--- src/rtl/spi_xcvr_pkg.sv ---
package spi_xcvr_pkg;

    typedef enum logic [1:0] {
        ST_IDLE  = 2'd0,
        ST_LEAD  = 2'd1,
        ST_TRAIL = 2'd2
    } xfer_st_e;

    typedef struct packed {
        logic lsb_first;
        logic cpha;
        logic cpol;
        logic en;
    } spi_cfg_t;

    localparam logic [1:0] LOC_CSR = 2'd0;
    localparam logic [1:0] LOC_TXD = 2'd1;
    localparam logic [1:0] LOC_RXD = 2'd2;

endpackage

--- src/rtl/spi_sync.sv ---
module spi_sync #(
    parameter int W      = 3,
    parameter int STAGES = 2
) (
    input  logic         clk,
    input  logic         rst_n,
    input  logic [W-1:0] d,
    output logic [W-1:0] q
);
    logic [W-1:0] pipe [STAGES];

    always_ff @(posedge clk or negedge rst_n) begin
        if (!rst_n) begin
            for (int i = 0; i < STAGES; i++) pipe[i] <= '0;
        end else begin
            pipe[0] <= d;
            for (int i = 1; i < STAGES; i++) pipe[i] <= pipe[i-1];
        end
    end

    assign q = pipe[STAGES-1];
endmodule

--- src/rtl/spi_regs.sv ---
module spi_regs
    import spi_xcvr_pkg::*;
#(
    parameter int DW = 8
) (
    input  logic          clk,
    input  logic          rst_n,
    input  logic [1:0]    bus_addr,
    input  logic          bus_wr,
    input  logic          bus_rd,
    input  logic [DW-1:0] bus_wdata,
    output logic [DW-1:0] bus_rdata,
    input  logic          is_master,
    input  logic          irq_on_done,
    input  logic          pop,
    input  logic          byte_done,
    input  logic [DW-1:0] rx_word,
    output spi_cfg_t      cfg,
    output logic [DW-1:0] hold_data,
    output logic          hold_full,
    output logic          irq
);
    logic [DW-1:0] rx_q;
    logic          rxf_q, ovr_q, done_q;
    logic          wr_csr, wr_tx, rd_csr, rd_rx, txe;
    logic [7:0]    status;

    assign wr_csr = bus_wr && (bus_addr == LOC_CSR);
    assign wr_tx  = bus_wr && (bus_addr == LOC_TXD);
    assign rd_csr = bus_rd && (bus_addr == LOC_CSR);
    assign rd_rx  = bus_rd && (bus_addr == LOC_RXD);
    assign txe    = cfg.en && !hold_full;

    always_ff @(posedge clk or negedge rst_n) begin
        if (!rst_n) begin
            cfg       <= '0;
            hold_data <= '0;
            hold_full <= 1'b0;
            rx_q      <= '0;
            rxf_q     <= 1'b0;
            ovr_q     <= 1'b0;
            done_q    <= 1'b0;
        end else begin
            if (wr_csr)
                cfg <= '{lsb_first: bus_wdata[7], cpha: bus_wdata[2],
                         cpol: bus_wdata[1], en: bus_wdata[0]};
            if (wr_tx) begin
                hold_data <= bus_wdata;
                hold_full <= 1'b1;
            end else if (pop) begin
                hold_full <= 1'b0;
            end
            if (byte_done) begin
                rx_q   <= rx_word;
                rxf_q  <= 1'b1;
                done_q <= 1'b1;
                if (rxf_q && !rd_rx) ovr_q <= 1'b1;
                else if (rd_csr)     ovr_q <= 1'b0;
            end else begin
                if (rd_rx)  rxf_q  <= 1'b0;
                if (rd_csr) begin
                    done_q <= 1'b0;
                    ovr_q  <= 1'b0;
                end
            end
        end
    end

    always_comb begin
        status = {cfg.lsb_first, ovr_q, done_q, txe, rxf_q,
                  cfg.cpha, cfg.cpol, cfg.en};
        unique case (bus_addr)
            LOC_CSR: bus_rdata = DW'(status);
            LOC_TXD: bus_rdata = hold_data;
            LOC_RXD: bus_rdata = rx_q;
            default: bus_rdata = '0;
        endcase
        if (irq_on_done)    irq = cfg.en && done_q;
        else if (is_master) irq = txe;
        else                irq = cfg.en && rxf_q;
    end


    tx_write_busy_chk: assert property (@(posedge clk) disable iff (!rst_n)
        wr_tx |=> hold_full);

    rx_read_clear_chk: assert property (@(posedge clk) disable iff (!rst_n)
        rd_rx && !byte_done |=> !rxf_q);

    overrun_set_chk: assert property (@(posedge clk) disable iff (!rst_n)
        byte_done && rxf_q && !rd_rx |=> ovr_q);

    status_read_clear_chk: assert property (@(posedge clk) disable iff (!rst_n)
        rd_csr && !byte_done |=> !done_q && !ovr_q);
endmodule

--- src/rtl/spi_engine.sv ---
module spi_engine
    import spi_xcvr_pkg::*;
#(
    parameter int DW          = 8,
    parameter int SYNC_STAGES = 2
) (
    input  logic          clk,
    input  logic          rst_n,
    input  spi_cfg_t      cfg,
    input  logic          is_master,
    input  logic          bit_tick,
    input  logic [DW-1:0] hold_data,
    input  logic          hold_full,
    input  logic          sclk_i,
    input  logic          ss_n_i,
    input  logic          mosi_i,
    input  logic          miso_i,
    output logic          pop,
    output logic          byte_done,
    output logic [DW-1:0] rx_word,
    output logic          sclk_o,
    output logic          ss_n_o,
    output logic          mosi_o,
    output logic          miso_o
);
    localparam int CW = $clog2(DW);
    localparam logic [CW-1:0] LAST_BIT = CW'(DW - 1);

    xfer_st_e      st_q, st_n;
    logic [CW-1:0] cnt_q;
    logic [DW-1:0] sh_q, rx_sh_q, rx_shift;
    logic          s_sclk, s_ss_n, s_mosi, sclk_d;
    logic          ss_act, lead_ev, trail_ev, sample_ev, shift_ev;
    logic          load, in_bit, out_bit;

    spi_sync #(.W(3), .STAGES(SYNC_STAGES)) u_sync (
        .clk   (clk),
        .rst_n (rst_n),
        .d     ({sclk_i, ss_n_i, mosi_i}),
        .q     ({s_sclk, s_ss_n, s_mosi})
    );

    assign ss_act = !s_ss_n;

    always_comb begin
        if (is_master) begin
            lead_ev  = bit_tick && (st_q == ST_LEAD);
            trail_ev = bit_tick && (st_q == ST_TRAIL);
        end else begin
            lead_ev  = (st_q == ST_LEAD) && (sclk_d == cfg.cpol) && (s_sclk != cfg.cpol);
            trail_ev = (st_q == ST_TRAIL) && (sclk_d != cfg.cpol) && (s_sclk == cfg.cpol);
        end
        sample_ev = cfg.cpha ? trail_ev : lead_ev;
        shift_ev  = cfg.cpha ? (lead_ev && (cnt_q != '0)) : trail_ev;
        in_bit    = is_master ? miso_i : s_mosi;
        rx_shift  = cfg.lsb_first ? {in_bit, rx_sh_q[DW-1:1]} : {rx_sh_q[DW-2:0], in_bit};
        rx_word   = sample_ev ? rx_shift : rx_sh_q;
        byte_done = trail_ev && (cnt_q == LAST_BIT);
    end

    // next-state logic
    always_comb begin
        st_n = st_q;
        load = 1'b0;
        if (!cfg.en || (!is_master && !ss_act)) begin
            st_n = ST_IDLE;
        end else begin
            unique case (st_q)
                ST_IDLE: begin
                    if (is_master ? hold_full : 1'b1) begin
                        st_n = ST_LEAD;
                        load = 1'b1;
                    end
                end
                ST_LEAD: begin
                    if (lead_ev) st_n = ST_TRAIL;
                end
                ST_TRAIL: begin
                    if (trail_ev) begin
                        if (cnt_q != LAST_BIT) begin
                            st_n = ST_LEAD;
                        end else if (is_master ? hold_full : 1'b1) begin
                            st_n = ST_LEAD;
                            load = 1'b1;
                        end else begin
                            st_n = ST_IDLE;
                        end
                    end
                end
                default: st_n = ST_IDLE;
            endcase
        end
        pop = load && hold_full;
    end

    // state register and datapath
    always_ff @(posedge clk or negedge rst_n) begin
        if (!rst_n) begin
            st_q    <= ST_IDLE;
            cnt_q   <= '0;
            sh_q    <= '0;
            rx_sh_q <= '0;
            sclk_d  <= 1'b0;
        end else begin
            st_q   <= st_n;
            sclk_d <= s_sclk;
            if (load) begin
                cnt_q <= '0;
                if (hold_full) sh_q <= hold_data;
            end else begin
                if (shift_ev) sh_q <= cfg.lsb_first ? (sh_q >> 1) : (sh_q << 1);
                if (trail_ev) cnt_q <= cnt_q + 1'b1;
            end
            if (st_n == ST_IDLE) cnt_q <= '0;
            if (sample_ev) rx_sh_q <= rx_shift;
        end
    end

    // outputs
    always_comb begin
        out_bit = cfg.lsb_first ? sh_q[0] : sh_q[DW-1];
        sclk_o  = (is_master && st_q == ST_TRAIL) ? !cfg.cpol : cfg.cpol;
        ss_n_o  = !(is_master && st_q != ST_IDLE);
        mosi_o  = is_master ? out_bit : 1'b0;
        miso_o  = is_master ? 1'b0 : out_bit;
    end


    idle_when_off_chk: assert property (@(posedge clk) disable iff (!rst_n)
        !cfg.en |=> st_q == ST_IDLE);

    slave_deselect_idle_chk: assert property (@(posedge clk) disable iff (!rst_n)
        !is_master && s_ss_n |=> st_q == ST_IDLE && cnt_q == '0);
endmodule

--- src/rtl/spi_xcvr.sv ---
module spi_xcvr
    import spi_xcvr_pkg::*;
#(
    parameter int DW          = 8,
    parameter int SYNC_STAGES = 2
) (
    input  logic          clk,
    input  logic          rst_n,
    input  logic [1:0]    bus_addr,
    input  logic          bus_wr,
    input  logic          bus_rd,
    input  logic [DW-1:0] bus_wdata,
    output logic [DW-1:0] bus_rdata,
    input  logic          is_master,
    input  logic          irq_on_done,
    input  logic          bit_tick,
    output logic          sclk_o,
    output logic          ss_n_o,
    output logic          mosi_o,
    input  logic          miso_i,
    input  logic          sclk_i,
    input  logic          ss_n_i,
    input  logic          mosi_i,
    output logic          miso_o,
    output logic          irq
);
    spi_cfg_t      cfg;
    logic [DW-1:0] hold_data, rx_word;
    logic          hold_full, pop, byte_done;

    spi_regs #(.DW(DW)) u_regs (
        .clk         (clk),
        .rst_n       (rst_n),
        .bus_addr    (bus_addr),
        .bus_wr      (bus_wr),
        .bus_rd      (bus_rd),
        .bus_wdata   (bus_wdata),
        .bus_rdata   (bus_rdata),
        .is_master   (is_master),
        .irq_on_done (irq_on_done),
        .pop         (pop),
        .byte_done   (byte_done),
        .rx_word     (rx_word),
        .cfg         (cfg),
        .hold_data   (hold_data),
        .hold_full   (hold_full),
        .irq         (irq)
    );

    spi_engine #(.DW(DW), .SYNC_STAGES(SYNC_STAGES)) u_engine (
        .clk       (clk),
        .rst_n     (rst_n),
        .cfg       (cfg),
        .is_master (is_master),
        .bit_tick  (bit_tick),
        .hold_data (hold_data),
        .hold_full (hold_full),
        .sclk_i    (sclk_i),
        .ss_n_i    (ss_n_i),
        .mosi_i    (mosi_i),
        .miso_i    (miso_i),
        .pop       (pop),
        .byte_done (byte_done),
        .rx_word   (rx_word),
        .sclk_o    (sclk_o),
        .ss_n_o    (ss_n_o),
        .mosi_o    (mosi_o),
        .miso_o    (miso_o)
    );


    master_select_chk: assert property (@(posedge clk) disable iff (!rst_n)
        !is_master |-> ss_n_o);
endmodule

--- config.mk ---
export PLATFORM = sky130hd
export DESIGN_NAME = spi_xcvr
export DESIGN_NICKNAME = d
export VERILOG_FILES = /design/src/rtl/spi_xcvr_pkg.sv /design/src/rtl/spi_sync.sv /design/src/rtl/spi_regs.sv /design/src/rtl/spi_engine.sv /design/src/rtl/spi_xcvr.sv
export SDC_FILE = /design/constraint.sdc
export NUM_CORES = 1
export LEC_CHECK = 0
export BUFFER_PORTS_ARGS = -buffer_cell sky130_fd_sc_hd__buf_2
export CAP_MARGIN = 10
export CELL_PAD_IN_SITES_DETAIL_PLACEMENT = 1
export CELL_PAD_IN_SITES_GLOBAL_PLACEMENT = 2
export CORE_ASPECT_RATIO = 1.2
export CORE_MARGIN = 4
export CORE_UTILIZATION = 30
export CTS_CLUSTER_SIZE = 10
export DETAILED_ROUTE_END_ITERATION = 16
export PLACE_DENSITY_LB_ADDON = 0.3
export SYNTH_ARGS = -nofsm -noshare
export SYNTH_HDL_FRONTEND = slang
export SYNTH_SLANG_ARGS = --single-unit
--- constraint.sdc ---
create_clock -name clk -period 2.35 [get_ports clk]
set_input_delay 0.1175 -clock clk [delete_from_list [all_inputs] [get_ports clk]]
set_output_delay 0.1175 -clock clk [all_outputs]
set_load 0.1 [all_outputs]
# Yosys cells after proc, flatten, opt, wreduce, memory -nomap -nowiden
# Index checks and enable logic that the tools add are counted.
# word_totals
output_inout_bits,13
reg_bits,52
# classes
add_sub_neg,1
n_reduce_logical,38
n_eq_ne,11
muxes,43
# op_table
op,count
8-bit two-way mux,6
1-bit two-way mux,26
8-bit case mux with 3 select lines,1
1-bit logical AND,20
2-bit two-way mux,5
2-bit nonzero test,5
3-bit two-way mux,3
1-bit zero test,6
2-bit zero test,3
2-bit case mux with 3 select lines,1
3-bit nonzero test,2
"2-bit by 1-bit == test with 1-bit output, second input constant",2
"2-bit == test, second input constant",2
"3-bit by 1-bit adder with 3-bit output, second input constant",1
"3-bit == test, second input constant",1
"3-bit inequality test, second input constant",1
1-bit == test,2
1-bit inequality test,2
"2-bit inequality test, second input constant",1
1-bit case mux with 2 select lines,1
2-bit AND reduction,1
1-bit logical OR,1

# Depth between registers and ports, before layout
# Gate-level depths: netlist of run 1.
# logic_depth
word_depth,10
depth_mapped,7
ltp_nobuf,7

# Hierarchy
# From an unflattened synthesis of run 1, not the netlist that was laid out.
# hier_totals
hier_cells,235
area_unflattened_um2,2695.1
# modules_own_cells
module,area_each_um2,cells_per_inst,seq_area_each_um2,instances
spi_engine,1368.8,142,550.5,1
spi_regs,1153.6,84,600.6,1
spi_sync,172.7,9,150.1,1

# Least setup slack after synthesis of run 1
# OpenSTA, ideal clock, no wires.
# synth_path
kind,register -> output
from,register u_regs.cfg[3] (netlist name)
to,output bus_rdata[7]
required_ns,2.233
arrival_time_ns,3.288
setup_slack_ns,-1.055
path_buffers,2
stages_incl_launch_ff,5
cell_sequence,dfrtp_1 -> clkbuf_1 -> buf_1 -> mux2i_1 -> o21ai_0
# synth_via
elab_chain_len,1
# synth_lines
item,line_no,source
8-bit case mux with 3 select lines,spi_regs.sv:72,unique case (bus_addr)
to (decl),spi_xcvr.sv:13,"output logic [DW-1:0] bus_rdata,"
# No other way between the ends.

# Worst setup path in the final report of run 1
# layout_path
from,register u_engine.cnt_q[0]
to,register u_engine.sh_q[0]
# layout_via
elab_chain_len,7
# layout_lines
item,line_no,source
from (decl),spi_engine.sv:30,logic [CW-1:0] cnt_q;
from (signal assigned),spi_engine.sv:112,if (trail_ev) cnt_q <= cnt_q + 1'b1;
3-bit inequality test,spi_engine.sv:80,if (cnt_q != LAST_BIT) begin
1-bit two-way mux,spi_engine.sv:80,
1-bit two-way mux,spi_engine.sv:79,if (trail_ev) begin
1-bit case mux with 2 select lines,spi_engine.sv:68,unique case (st_q)
1-bit two-way mux,spi_engine.sv:65,if (!cfg.en || (!is_master && !ss_act)) begin
2-bit inequality test (no source line) / 2-bit nonzero test (equally long branches),-,
2-bit AND reduction (no source line),-,
to (signal assigned),spi_engine.sv:109,if (hold_full) sh_q <= hold_data;
to (signal assigned),spi_engine.sv:111,if (shift_ev) sh_q <= cfg.lsb_first ? (sh_q >> 1) : (sh_q << 1);
to (decl),spi_engine.sv:31,"logic [DW-1:0] sh_q, rx_sh_q, rx_shift;"
# Several ways; a longest one is shown, not always the timed one.
# A chain may end at the register's enable or synchronous reset.

==> impl_summary.log, run 1 <==
INFO  metric initial_core_util = 0.310
INFO  metric fin_skew = 4.08 ps
INFO  metric post-route-drc-count = 0
INFO  metric detailedRoute.firstPassIterationCount = 4
INFO  metric final_period_minus_worst_setup_slack = 2190 ps
INFO  metric synth_seq_cells = 52
INFO  metric timing.fmax = 456 MHz
INFO  metric cts.sink_count = 52
INFO  metric cp-start-kind = flip-flop
INFO  metric startpoint = u_engine.cnt_q[0]
INFO  metric dpl.hpwl = 5.23 mm
INFO  metric synthArstFlopShare = 1.00
INFO  metric ctsRootBufferMaster = clkbuf_8
INFO  metric design.die.area = 10500 um^2
INFO  metric grt_antenna_before_repair = 0
INFO  metric hold_viol_final = 0
INFO  metric cts-buffers-inserted = 5
INFO  metric worstSkewPairLatency = 310 ps
INFO  metric clock_tree.htree_level_count = 2
INFO  metric syn2layout_area_growth = 19.5%
INFO  metric irDropWorstVdd = 210 uV
INFO  metric setup.reg_to_reg.worst_slack = 160 ps
INFO  metric power.static_leakage = 1.49 nW
INFO  metric power = 0.00278 W
INFO  metric synth_top_area_share = 0.485
INFO  metric wire_length_of_the_first_global_routing_pass = 11.6 mm
INFO  metric endpoint = u_engine.sh_q[0]
INFO  metric tightest_slew = 933 ps
INFO  metric utilization = 0.371
INFO  metric postSynthCellCount = 223
INFO  metric placement.cell_area = 3050 um^2
INFO  metric core_area = 8660 um^2
INFO  metric worst_hold_path_type = in2reg
INFO  metric finalSetupViolations = 0
INFO  metric timing.rr.start = u_engine.cnt_q[0]
INFO  metric numPlacedInstances = 375
INFO  metric grt_remaining_overflow = 0
INFO  metric synthesis.nets = 247
INFO  metric yosys_warnings = 0
INFO  metric postRouteAntennaNets = 0
INFO  metric synth_ff_type = dfrtp_1
INFO  metric reg2reg_depth = 6
INFO  metric maximum_number_of_pins_on_one_net_before_global_route_repair = 41
INFO  metric critical_path.endpoint_type = flip-flop
INFO  metric cts_clock_pin_slew_for_the_worst_setup_and_hold_paths = 90 ps
INFO  metric detail_route.vias_per_cell = 5.04
INFO  metric yosysSeqAreaShare = 0.485
INFO  metric synth_top_area_cell = dfrtp_1
INFO  metric n_antenna_cell = 0
INFO  metric rows = 37
INFO  metric cp.arrival = 2390 ps
INFO  metric syn-mean-instance-area = 12.0 um^2
INFO  metric vertical_die_dimension = 112 um
INFO  metric drive_gt1_frac = 0.406
INFO  metric drv_cap = 0
INFO  metric worst-setup-path-type = reg2reg
INFO  metric io-pin-count = 34
INFO  metric largest_driver_fanout_on_the_critical_path = 8
INFO  metric cellPowerDensity = 867 nW/um^2
INFO  metric post-route-cell-area = 3210 um^2
INFO  metric worst_hold_startpoint = bus_wdata[4]
INFO  metric finalWirelength = 6.96 mm
INFO  metric global_route_usage_sum = 0.141
INFO  metric grt_setup_unrepaired = no
INFO  metric layout_common_cells = 52 x dfrtp_1, 33 x buf_2, 29 x mux2_2, 17 x nand2_1, 16 x mux2i_1
INFO  metric cts_tree = built
INFO  metric synthesis.area = 2690 um^2
INFO  metric outcome = finished, final reports clean
INFO  metric grt_pass1_vias = 2159
INFO  metric port_buffers = 33
INFO  metric drt_iter0_markers = 62
INFO  metric wl_per_cell = 17.9 um
INFO  metric netlist_top_cells_area = dfrtp_1 48%, mux2_2 12%, mux2i_1 6.0%
INFO  metric clock_tree.buffer_depth = 2
INFO  metric final_common_cell = dfrtp_1
INFO  metric critical_path_required = 2550 ps
INFO  metric reg2reg_to = u_engine.sh_q[0]
INFO  metric finalWeightedCongestion = 0.759
INFO  metric post_synth_num_cell_types = 43
INFO  metric max_slew_margin_vs_limit = 0.378
INFO  metric final_min_period_over_clock_period = 0.932
INFO  metric synth-edff-count = 0
INFO  metric drv_slew = 0
INFO  metric count_of_vias_placed_by_the_detailed_router = 1955
INFO  metric final-instance-count-excl-fill = 388
INFO  metric layout.filler_cells = 969
INFO  metric num-nets-final = 294
INFO  metric die_w = 94.4 um
==> cells by family (layout without fill, tap and decap cells) <==
kind of cell | Yosys count | after routing | synth area share
mux | 52 | 52 | 0.220
flops | 52 | 52 | 0.485
simple gates | 55 | 55 | 0.114
buf+inv | 17 | 65 | 0.0266
compound gates | 43 | 43 | 0.137
fa+ha+maj | 3 | 3 | 0.0140
xor+xnor | 1 | 1 | 0.00326
==> power by group <==
| part | switching [W] | internal [W] | leakage, nW |
|---|---|---|---|
| clock | 0.000302 | 0.000236 | 0.0510 |
| combinational | 0.000565 | 0.000418 | 0.790 |
| sequential | 0.000185 | 0.00107 | 0.653 |
| total | 0.00105 | 0.00173 | 1.49 |
==> routing by layer <==
layer / wire (um) / track usage / vias to the layer above
met1: 2950 / 0.174 / 1001
met3: 195 / 0.0243 / 5
met2: 3750 / 0.249 / 27
li1: - / - / 922
met5: 0 / 0 / -
met4: 70 / 0.0434 / 0
==> flip-flops by register name (all words and copies together) (netlist names), 2 cells and up <==
register and flops:
u_engine.st_q 2, u_engine.rx_sh_q 8, u_engine.u_sync.pipe 3, u_regs.rx_q 8, u_regs.cfg 4, u_engine.cnt_q 3, u_regs.hold_data 8, u_engine.u_sync.q 3
u_engine.sh_q 8
==> what timing repair did <==
| action | 4_1_cts | 5_1_grt |
|---|---|---|
| setup endpoints to repair | 0 | 2 |
| hold endpoints to repair | 41 | 0 |
| buffers inserted | 0 | 1 |
| resized for setup | 0 | 2 |
| hold buffers | 4 | 0 |
==> worst min-delay path by stage <==
stage	slack [ps]	depth (start not counted)	endpoint
2_1_floorplan	-180	0	u_engine.cnt_q[0]
3_3_place_gp	230	1	u_engine.u_sync.pipe[5]
3_5_place_dp	230	1	u_engine.u_sync.pipe[4]
4_1_cts	30	2	u_regs.hold_data[4]
5_1_grt	30	2	u_regs.hold_data[4]
6_report	40	2	u_regs.hold_data[4]
==> cell usage after synthesis, types with 2 or more instances <==
cell      instances
nor2b_1           4
a31oi_1           3
nand3b_1          3
dfrtp_1          52
ha_1              3
mux2i_1          16
nor3b_1           4
nor2_1            5
inv_1             8
o22ai_1           2
o221a_2           8
o21ai_0          15
mux2_2           29
and3b_2           2
nor3_1            2
nand3_1           8
mux2_4            7
buf_1             3
clkbuf_1          5
nand2b_1          5
nand2_1          17
==> metrics by stage <==
| step | hold WS, ps | setup TNS (ps) | worst slack, ps |
|---|---|---|---|
| global placement | 228 | 0 | 166 |
| global route | 33.4 | 0 | 43.7 |
| finish | 40.2 | 0 | 159 |
| CTS | 29.5 | 0 | 115 |
| floorplan | -178 | -311 | -308 |
| detailed placement | 228 | 0 | 133 |
==> final cells by class <==
cell class / count / area, um^2 / area share
clock buffers: 6 / 82.6 / 0.0257
inverters: 8 / 30.0 / 0.00936
well taps: 117 / 146 / 0.0456
multi-input cells: 154 / 1330 / 0.415
clock inverters: 2 / 10.0 / 0.00312
flip-flops and latches: 52 / 1300 / 0.406
repair buffers: 49 / 308 / 0.0959
==> critical path, cell delays in order, from the launching register on <==
cell,delay (ps)
dfrtp_1,430
ha_1,220
ha_1,270
o311a_1,180
o21ai_0,240
mux2_2,460
o221a_2,290
No activity file was read; power rests on OpenSTA's default activity.
==> run 2, diff against run 1 <==
--- a/config.mk
+++ b/config.mk
@@ -12,9 +12,11 @@
 export CORE_ASPECT_RATIO = 1.2
 export CORE_MARGIN = 4
 export CORE_UTILIZATION = 30
+export CTS_CLUSTER_DIAMETER = 80
 export CTS_CLUSTER_SIZE = 10
 export DETAILED_ROUTE_END_ITERATION = 16
 export PLACE_DENSITY_LB_ADDON = 0.3
 export SYNTH_ARGS = -nofsm -noshare
 export SYNTH_HDL_FRONTEND = slang
+export SYNTH_HIERARCHICAL = 1
 export SYNTH_SLANG_ARGS = --single-unit
==> constraint.sdc (replaced) <==
create_clock -name clk -period 2.35 [get_ports clk]
set_input_delay 0.1175 -clock clk [delete_from_list [all_inputs] [get_ports clk]]
set_output_delay 0.1175 -clock clk [all_outputs]
set_load 0.005 [all_outputs]
==> run 2 against run 1 <==
Against the previous run:
- sequential share of layout area about the same
- clock-buffer cell count unchanged
- worst setup slack improved by 90 ps
- synthesized area increased by 0.37%
- synthesized cell count increased by 5.4%
- worst hold slack got worse by 5.0 ps
- total power decreased by 7.3%
- final cell count increased by 2.8%
- wire length decreased by 7.4%
==> impl_summary.log, run 2 <==
INFO  metric outcome = finished, final reports clean
INFO  metric final_min_period_over_clock_period = 0.894 (-0.0381)
INFO  metric grt_remaining_overflow = 0 (unchanged)
INFO  metric clock_tree.buffer_depth = 2 (unchanged)
INFO  metric largest_driver_fanout_on_the_critical_path = 16 (+8)
INFO  metric irDropWorstVdd = 363 uV (+73%)
INFO  metric fin_skew = 5.50 ps (+1.43 ps)
INFO  metric synthArstFlopShare = 1.00 (unchanged)
INFO  metric vertical_die_dimension = 112 um (+0.17%)
INFO  metric max_slew_margin_vs_limit = 0.643 (+0.266)
INFO  metric worstSkewPairLatency = 310 ps (about the same)
INFO  metric cts_tree = built
INFO  metric final_period_minus_worst_setup_slack = 2100 ps (-89.5 ps)
INFO  metric drv_cap = 0 (unchanged)
INFO  metric synth.most_common_cell = dfrtp_1
INFO  metric count_of_vias_placed_by_the_detailed_router = 1949 (-0.31%)
INFO  metric post-route-drc-count = 0 (unchanged)
INFO  metric synthesis.area = 2700 um^2 (+0.37%)
INFO  metric wire_length_of_the_first_global_routing_pass = 11.0 mm (-5.2%)
INFO  metric wl_per_cell = 16.1 um (-10%)
INFO  metric cts.sink_count = 52 (unchanged)
INFO  metric global_route_usage_sum = 0.134 (-0.00773)
INFO  metric worst_hold_path_type = in2reg
INFO  metric post_cts.repair.setup_buffers = 0 (unchanged)
INFO  metric finalSetupViolations = 0 (unchanged)
INFO  metric drv_slew = 0 (unchanged)
INFO  metric cellPowerDensity = 804 nW/um^2 (-7.3%)
INFO  metric finalWirelength = 6.44 mm (-7.4%)
INFO  metric synthesis.nets = 259 (+4.9%)
INFO  metric synth_top_area_cell = dfrtp_1
INFO  metric synthTopCellsByCount = 52 x dfrtp_1, 25 x nand2_1, 21 x mux2i_1, 20 x mux2_2, 12 x o21ai_0
INFO  metric synth_ff_type = dfrtp_1
INFO  metric postSynthCellCount = 235 (+5.4%)
INFO  metric timing.fmax = 476 MHz (+4.3%)
INFO  metric clock_tree.htree_level_count = 2 (unchanged)
INFO  metric netlist_top_cells_area = dfrtp_1 48%, mux2_2 8.4%, mux2i_1 7.8%
INFO  metric port_buffers = 33 (unchanged)
INFO  metric drt_iter0_markers = 46 (-26%)
INFO  metric postRouteAntennaNets = 0 (unchanged)
INFO  metric cts_clock_pin_slew_for_the_worst_setup_and_hold_paths = 100 ps (about the same)
INFO  metric yosys_warnings = 6 (+6)
INFO  metric final_common_cell = dfrtp_1
INFO  metric design.die.area = 10600 um^2 (+0.35%)
INFO  metric syn2layout_area_growth = 18.9%
INFO  metric hold_buffer_count_at_cts = 4 (unchanged)
INFO  metric n_antenna_cell = 0 (unchanged)
INFO  metric cp.arrival = 2300 ps (-90 ps)
INFO  metric ctsRootBufferMaster = clkbuf_8
INFO  metric io-pin-count = 34 (unchanged)
INFO  metric core_area = 8660 um^2 (unchanged)
INFO  metric detail_route.vias_per_cell = 4.88 (-3.1%)
INFO  metric maximum_number_of_pins_on_one_net_before_global_route_repair = 42 (+2.4%)
INFO  metric worst-setup-path-type = reg2reg
INFO  metric finalWeightedCongestion = 0.752 (-0.95%)
INFO  metric utilization = 0.370 (about the same)
INFO  metric num-nets-final = 305 (+3.7%)
INFO  metric syn-mean-instance-area = 11.5 um^2 (-4.8%)
INFO  metric die_w = 94.5 um (+0.17%)
INFO  metric grt_setup_unrepaired = no
INFO  metric grt_antenna_before_repair = 0 (unchanged)
INFO  metric detailedRoute.firstPassIterationCount = 4 (unchanged)
INFO  metric synth_seq_cells = 52 (unchanged)
INFO  metric drive_gt1_frac = 0.323 (-0.0832)
INFO  metric critical_path_required = 2550 ps (about the same)
INFO  metric dpl.hpwl = 4.91 mm (-6.0%)
INFO  metric yosysSeqAreaShare = 0.483 (-0.00180)
INFO  metric cp-start-kind = flip-flop
INFO  metric layout_common_cells = 52 x dfrtp_1, 33 x buf_2, 25 x nand2_1, 21 x mux2i_1, 20 x mux2_2
INFO  metric hold_viol_final = 0 (unchanged)
INFO  metric rows = 37 (unchanged)
INFO  metric synth-edff-count = 0 (unchanged)
INFO  metric final.setup.tns = 0 ps (unchanged)
INFO  metric grt_pass1_vias = 2154 (-0.23%)
INFO  metric initial_core_util = 0.311 (+0.00116)
INFO  metric synth_top_area_share = 0.483 (-0.00180)
INFO  metric tightest_slew = 535 ps (-399 ps)
INFO  metric post_cts.resized_instances = 0 (unchanged)
INFO  metric critical_path.endpoint_type = flip-flop
INFO  metric cts-buffers-inserted = 5 (unchanged)
INFO  metric power.static_leakage = 1.48 nW (-1.1%)
INFO  metric post_synth_num_cell_types = 49 (+14%)
-- run 2: cell types whose count changed in the layout (fill, tap and decap cells not counted), sizes merged, moves of 3 or more --
cell	before	now
nor2b	4	10
a21oi	1	8
a21o	0	3
nor3b	4	1
nand3	8	5
nand2	17	26
o2bb2ai	1	7
mux2	36	20
mux2i	16	21
-- run 2: worst paths after layout --
| path | start | endpoint | slack [ps] | depth (start not counted) |
|---|---|---|---|---|
| max | u_regs/cfg[1] | u_regs/rx_q[7] | 250 | 8 |
| min in group asynchronous | rst_n | u_regs/hold_data[6] | 220 | 2 |
| min reg2reg | u_engine/u_sync/pipe[4] | u_engine/u_sync/q[1] | 360 | 0 |
| max in group asynchronous | rst_n | u_regs/rx_q[1] | 1300 | 3 |
| min | bus_wdata[4] | u_regs/hold_data[4] | 40 | 2 |
| max reg2reg | u_regs/cfg[1] | u_regs/rx_q[7] | 250 | 8 |
-- run 2: kinds of logic after synthesis --
group / synth area share
XOR/XNOR: 0.00975
adder cells (fa/ha/maj): 0.0139
flip-flops: 0.483
AO/OA/AOI/OAI: 0.149
multiplexers: 0.162
AND/OR/NAND/NOR: 0.139
buffers and inverters: 0.0441
-- run 2: area by class of cell --
cell class	instances	area (um^2)
fillers	997	5450
flip-flops and latches	52	1300
multi-input cells	164	1270
repair buffers	51	335
well taps	117	146
clock buffers	6	82.6
clock inverters	2	38.8
inverters	7	26.3
-- run 2: critical path, stage by stage (launching register included) --
cell and delay, ps:
dfrtp_1 380, or3b_1 370, a211o_1 360, nand3_1 100, o21ai_1 130, buf_12 180
nand2_1 60, o21ai_0 130, mux2_2 280
-- run 2: per-stage QoR --
step	setup WS (ps)	hold slack [ps]	area, um^2	total power [W]	cells
floorplan	235	-178	2700	0.00166	235
global placement	290	18.0	3040	0.00194	387
detailed placement	250	22.1	3040	0.00195	387
CTS	235	20.5	3210	0.00263	399
global route	125	18.4	3210	0.00277	399
finish	249	35.1	3210	0.00258	399
-- run 2: metal layers --
layer  routed length [um]  track usage  share of wire  vias to the layer above
li1                     -            -              -                      934
met1                 2940        0.172           0.46                      984
met2                 3250        0.225           0.50                       25
met3                  159       0.0250          0.025                        6
met4                   89       0.0404          0.014                        0
met5                    0            0              0                        -
-- run 2: where the power goes --
group	internal, W	total [W]	switching, W
Combinational	0.000354	0.000689	0.000334
Sequential	0.00107	0.00124	0.000164
Clock	0.000349	0.000651	0.000303
==> run 3, diff against run 2 <==
--- a/config.mk
+++ b/config.mk
@@ -5,6 +5,7 @@
 export SDC_FILE = /design/constraint.sdc
 export NUM_CORES = 1
 export LEC_CHECK = 0
+export ABC_AREA = 1
 export BUFFER_PORTS_ARGS = -buffer_cell sky130_fd_sc_hd__buf_2
 export CAP_MARGIN = 10
 export CELL_PAD_IN_SITES_DETAIL_PLACEMENT = 1
==> run 3 against run 2 <==
Against the previous run:
- combinational power up 6.2%
- global-route usage increased by 2.9 points
- sequential power hardly changed
- via count up 28%
- worst setup slack better by 180 ps
- register-to-register slack improved by 180 ps
- clock skew grew 6.1 ps
- core utilization down 1.2 points
==> impl_summary.log, run 3 <==
INFO  metric detail_route.vias_per_cell = 4.74 (-2.9%)
INFO  metric core_area = 9030 um^2 (+4.4%)
INFO  metric post-route-drc-count = 0 (unchanged)
INFO  metric worst_path_most_repeated_cell = nand2_1
INFO  metric fin_skew = 11.6 ps (+6.12 ps)
INFO  metric post_cts.repair.setup_buffers = 0 (unchanged)
INFO  metric n_antenna_cell = 0 (unchanged)
INFO  metric drive_gt1_frac = 0.157 (-0.165)
INFO  metric postRouteAntennaNets = 0 (unchanged)
INFO  metric grt_pass1_vias = 2655 (+23%)
INFO  metric finalWeightedCongestion = 0.739 (-1.8%)
INFO  metric syn-mean-instance-area = 7.55 um^2 (-34%)
INFO  metric multi_input_gate_area_in_the_final_layout = 1260 um^2 (-1.2%)
INFO  metric outcome = finished, final reports clean
INFO  metric post_cts.resized_instances = 0 (unchanged)
INFO  metric final_min_period_over_clock_period = 0.816 (-0.0781)
INFO  metric wl_per_cell = 15.2 um (-5.6%)
INFO  metric worst-setup-path-type = reg2reg
INFO  metric timing.fmax = 522 MHz (+9.6%)
INFO  metric final_period_minus_worst_setup_slack = 1920 ps (-184 ps)
INFO  metric synth-edff-count = 0 (unchanged)
INFO  metric syn2layout_area_growth = 17.3%
INFO  metric rows = 38 (+2.7%)
INFO  metric largest_driver_fanout_on_the_critical_path = 10 (-6)
INFO  metric maximum_number_of_pins_on_one_net_before_global_route_repair = 53 (+26%)
INFO  metric synthesis.nets = 390 (+51%)
INFO  metric cp-start-kind = flip-flop
INFO  metric finalWorstSetupSlack = 433 ps (+184 ps)
INFO  metric power.static_leakage = 1.73 nW (+17%)
INFO  metric worstPathCellList = nor2_4 -> inv_2 -> nor2_2 -> nand2_2 -> nand2_4 -> inv_1 -> nor2_1 -> clkinv_1 -> nand2_1 -> nand2_1
INFO  metric synthArstFlopShare = 1.00 (unchanged)
INFO  metric cts_clock_pin_slew_for_the_worst_setup_and_hold_paths = 100 ps (about the same)
INFO  metric netlist_top_cells_area = dfrtp_1 47%, nand2_1 22%, nand3_1 7.1%
INFO  metric yosys_warnings = 6 (unchanged)
INFO  metric synth_seq_cells = 52 (unchanged)
INFO  metric vertical_die_dimension = 113 um (+1.2%)
INFO  metric layout.filler_cells = 1132 (+14%)
INFO  metric synth_top_area_cell = dfrtp_1
INFO  metric timing.hold.worst_path_depth = 3 (+1)
INFO  metric critical_path_required = 2560 ps (about the same)
INFO  metric cp.arrival = 2130 ps (-170 ps)
INFO  metric cts-buffers-inserted = 5 (unchanged)
INFO  metric finalWirelength = 8.03 mm (+25%)
INFO  metric synth_top_area_share = 0.471 (-0.0118)
INFO  metric synthTopCellsByCount = 161 x nand2_1, 52 x dfrtp_1, 39 x nand3_1, 26 x inv_1, 16 x nor2_1
INFO  metric cts.sink_count = 52 (unchanged)
INFO  metric yosysSeqAreaShare = 0.471 (-0.0118)
INFO  metric postSynthCellCount = 366 (+56%)
INFO  metric post_synth_num_cell_types = 27 (-45%)
INFO  metric cellPowerDensity = 828 nW/um^2 (+3.0%)
INFO  metric grt_antenna_before_repair = 0 (unchanged)
INFO  metric synth_ff_type = dfrtp_1
INFO  metric io-pin-count = 34 (unchanged)
INFO  metric synthesis.area = 2760 um^2 (+2.5%)
INFO  metric drv_slew = 0 (unchanged)
INFO  metric critical-path-top-delay-family = simple AND/OR/NAND/NOR gates
INFO  metric wire_length_of_the_first_global_routing_pass = 13.6 mm (+23%)
INFO  metric worst_path_largest_cell_delay = 440 ps (+60 ps)
INFO  metric detailedPlace.worstSlack = 430 ps (+180 ps)
INFO  metric slowest_stage = dfrtp_1
INFO  metric dpl.hpwl = 5.92 mm (+21%)
INFO  metric hold_viol_final = 0 (unchanged)
INFO  metric clock_tree.buffer_depth = 2 (unchanged)
INFO  metric grt_remaining_overflow = 0 (unchanged)
INFO  metric synth.most_common_cell = nand2_1
INFO  metric layout.area.seq = 1300 um^2 (unchanged)
INFO  metric worst_hold_path_type = in2reg
INFO  metric clock_tree.htree_level_count = 2 (unchanged)
INFO  metric cts_tree = built
INFO  metric worstSkewPairLatency = 310 ps (about the same)
INFO  metric max_slew_margin_vs_limit = 0.544 (-0.0998)
INFO  metric critical_path.endpoint_type = flip-flop
INFO  metric num-nets-final = 431 (+41%)
INFO  metric tightest_slew = 684 ps (+150 ps)
INFO  metric final_common_cell = nand2_1
INFO  metric critical_path.n_buffers_inverters = 3 (+2)
INFO  metric layout_common_cells = 161 x nand2_1, 52 x dfrtp_1, 39 x nand3_1, 33 x buf_2, 26 x inv_1
INFO  metric ctsRootBufferMaster = clkbuf_8
INFO  metric initial_core_util = 0.306 (-0.00550)
INFO  metric drv_cap = 0 (unchanged)
INFO  metric grt_setup_unrepaired = no
INFO  metric die_w = 95.6 um (+1.1%)
INFO  metric irDropWorstVdd = 307 uV (-16%)
INFO  metric detailedRoute.firstPassIterationCount = 4 (unchanged)
INFO  metric count_of_vias_placed_by_the_detailed_router = 2500 (+28%)
INFO  metric reg2reg_depth = 10 (+2)
INFO  metric finalSetupViolations = 0 (unchanged)
INFO  metric drt_iter0_markers = 125 (+170%)
INFO  metric global_route_usage_sum = 0.162 (+0.0288)
INFO  metric cp.depth = 10 (+2)
INFO  metric port_buffers = 33 (unchanged)
INFO  metric design.die.area = 10800 um^2 (+2.3%)
INFO  metric final.setup.tns = 0 ps (unchanged)
[run 3: cell types whose count changed after synthesis, sizes merged, moves of 5 or more]
| cell | delta |
|---|---|
| a31oi | +5 |
| inv | +23 |
| mux2 | -20 |
| mux2i | -20 |
| nand2 | +143 |
| nand2b | -5 |
| nand3 | +35 |
| nor2 | +17 |
| nor2b | -10 |
| o221a | -9 |
| o2bb2ai | -7 |
[run 3: report_power, final]
part / total [W] / switching (W) / internal (W)
registers: 0.00123 / 0.000154 / 0.00107
clock network: 0.000724 / 0.000305 / 0.000419
logic: 0.000732 / 0.000471 / 0.000261
total: 0.00268 / 0.000930 / 0.00175
[run 3: timing repair]
action / CTS / global route
hold buffers: 8 / 0
hold endpoints to repair: 59 / 0
endpoints found under the setup margin: 0 / 0
[run 3: per-stage QoR]
stage	hold slack [ps]	utilization	total power, W	instance area, um^2	std cells
global route	20.8	0.359	0.00288	3240	527
global placement	226	0.335	0.00196	3030	512
CTS	5.02	0.359	0.00273	3240	527
floorplan	-178	-	0.00172	2760	366
finish	16.0	0.359	0.00268	3240	527
detailed placement	228	0.335	0.00198	3030	512
[run 3: final timing paths]
path	slack (ps)	end	from
worst max-delay path	430	u_regs/rx_q[7]	u_engine/st_q[0]
worst min-delay path	20	u_regs/hold_data[0]	bus_wdata[0]
worst max register to register	430	u_regs/rx_q[7]	u_engine/st_q[0]
worst min register to register	350	u_engine/u_sync/q[0]	u_engine/u_sync/pipe[3]
max in group asynchronous	1430	u_engine/rx_sh_q[7]	rst_n
min in group asynchronous	460	u_engine/st_q[1]	rst_n
[run 3: per-layer routing]
metal	track usage	vias to the layer above	routed length, um
met2	0.287	29	4280
met3	0.0239	10	222
li1	-	1235	-
met1	0.200	1226	3380
met4	0.0522	0	139
met5	0	-	0
[run 3: kinds of logic after synthesis]
family,count (synthesis),share of synthesized area
adder cells (fa/ha/maj),3,0.0136
flip-flops,52,0.471
buffers and inverters,43,0.0729
AND/OR/NAND/NOR,230,0.363
AO/OA/AOI/OAI,36,0.0729
XOR/XNOR,1,0.00317
multiplexers,1,0.00362
[run 3: area by class of cell]
type                    instances  share of cell area
flip-flops and latches         52               0.402
multi-input cells             271               0.389
repair buffers                 46              0.0873
well taps                     120              0.0463
inverters                      31              0.0359
clock buffers                   5              0.0212
clock inverters                 2              0.0185
[run 3: worst min-delay path, stage by stage]
cell and delay [ps]:
buf_2 90, nand2_1 50, nand2_1 50
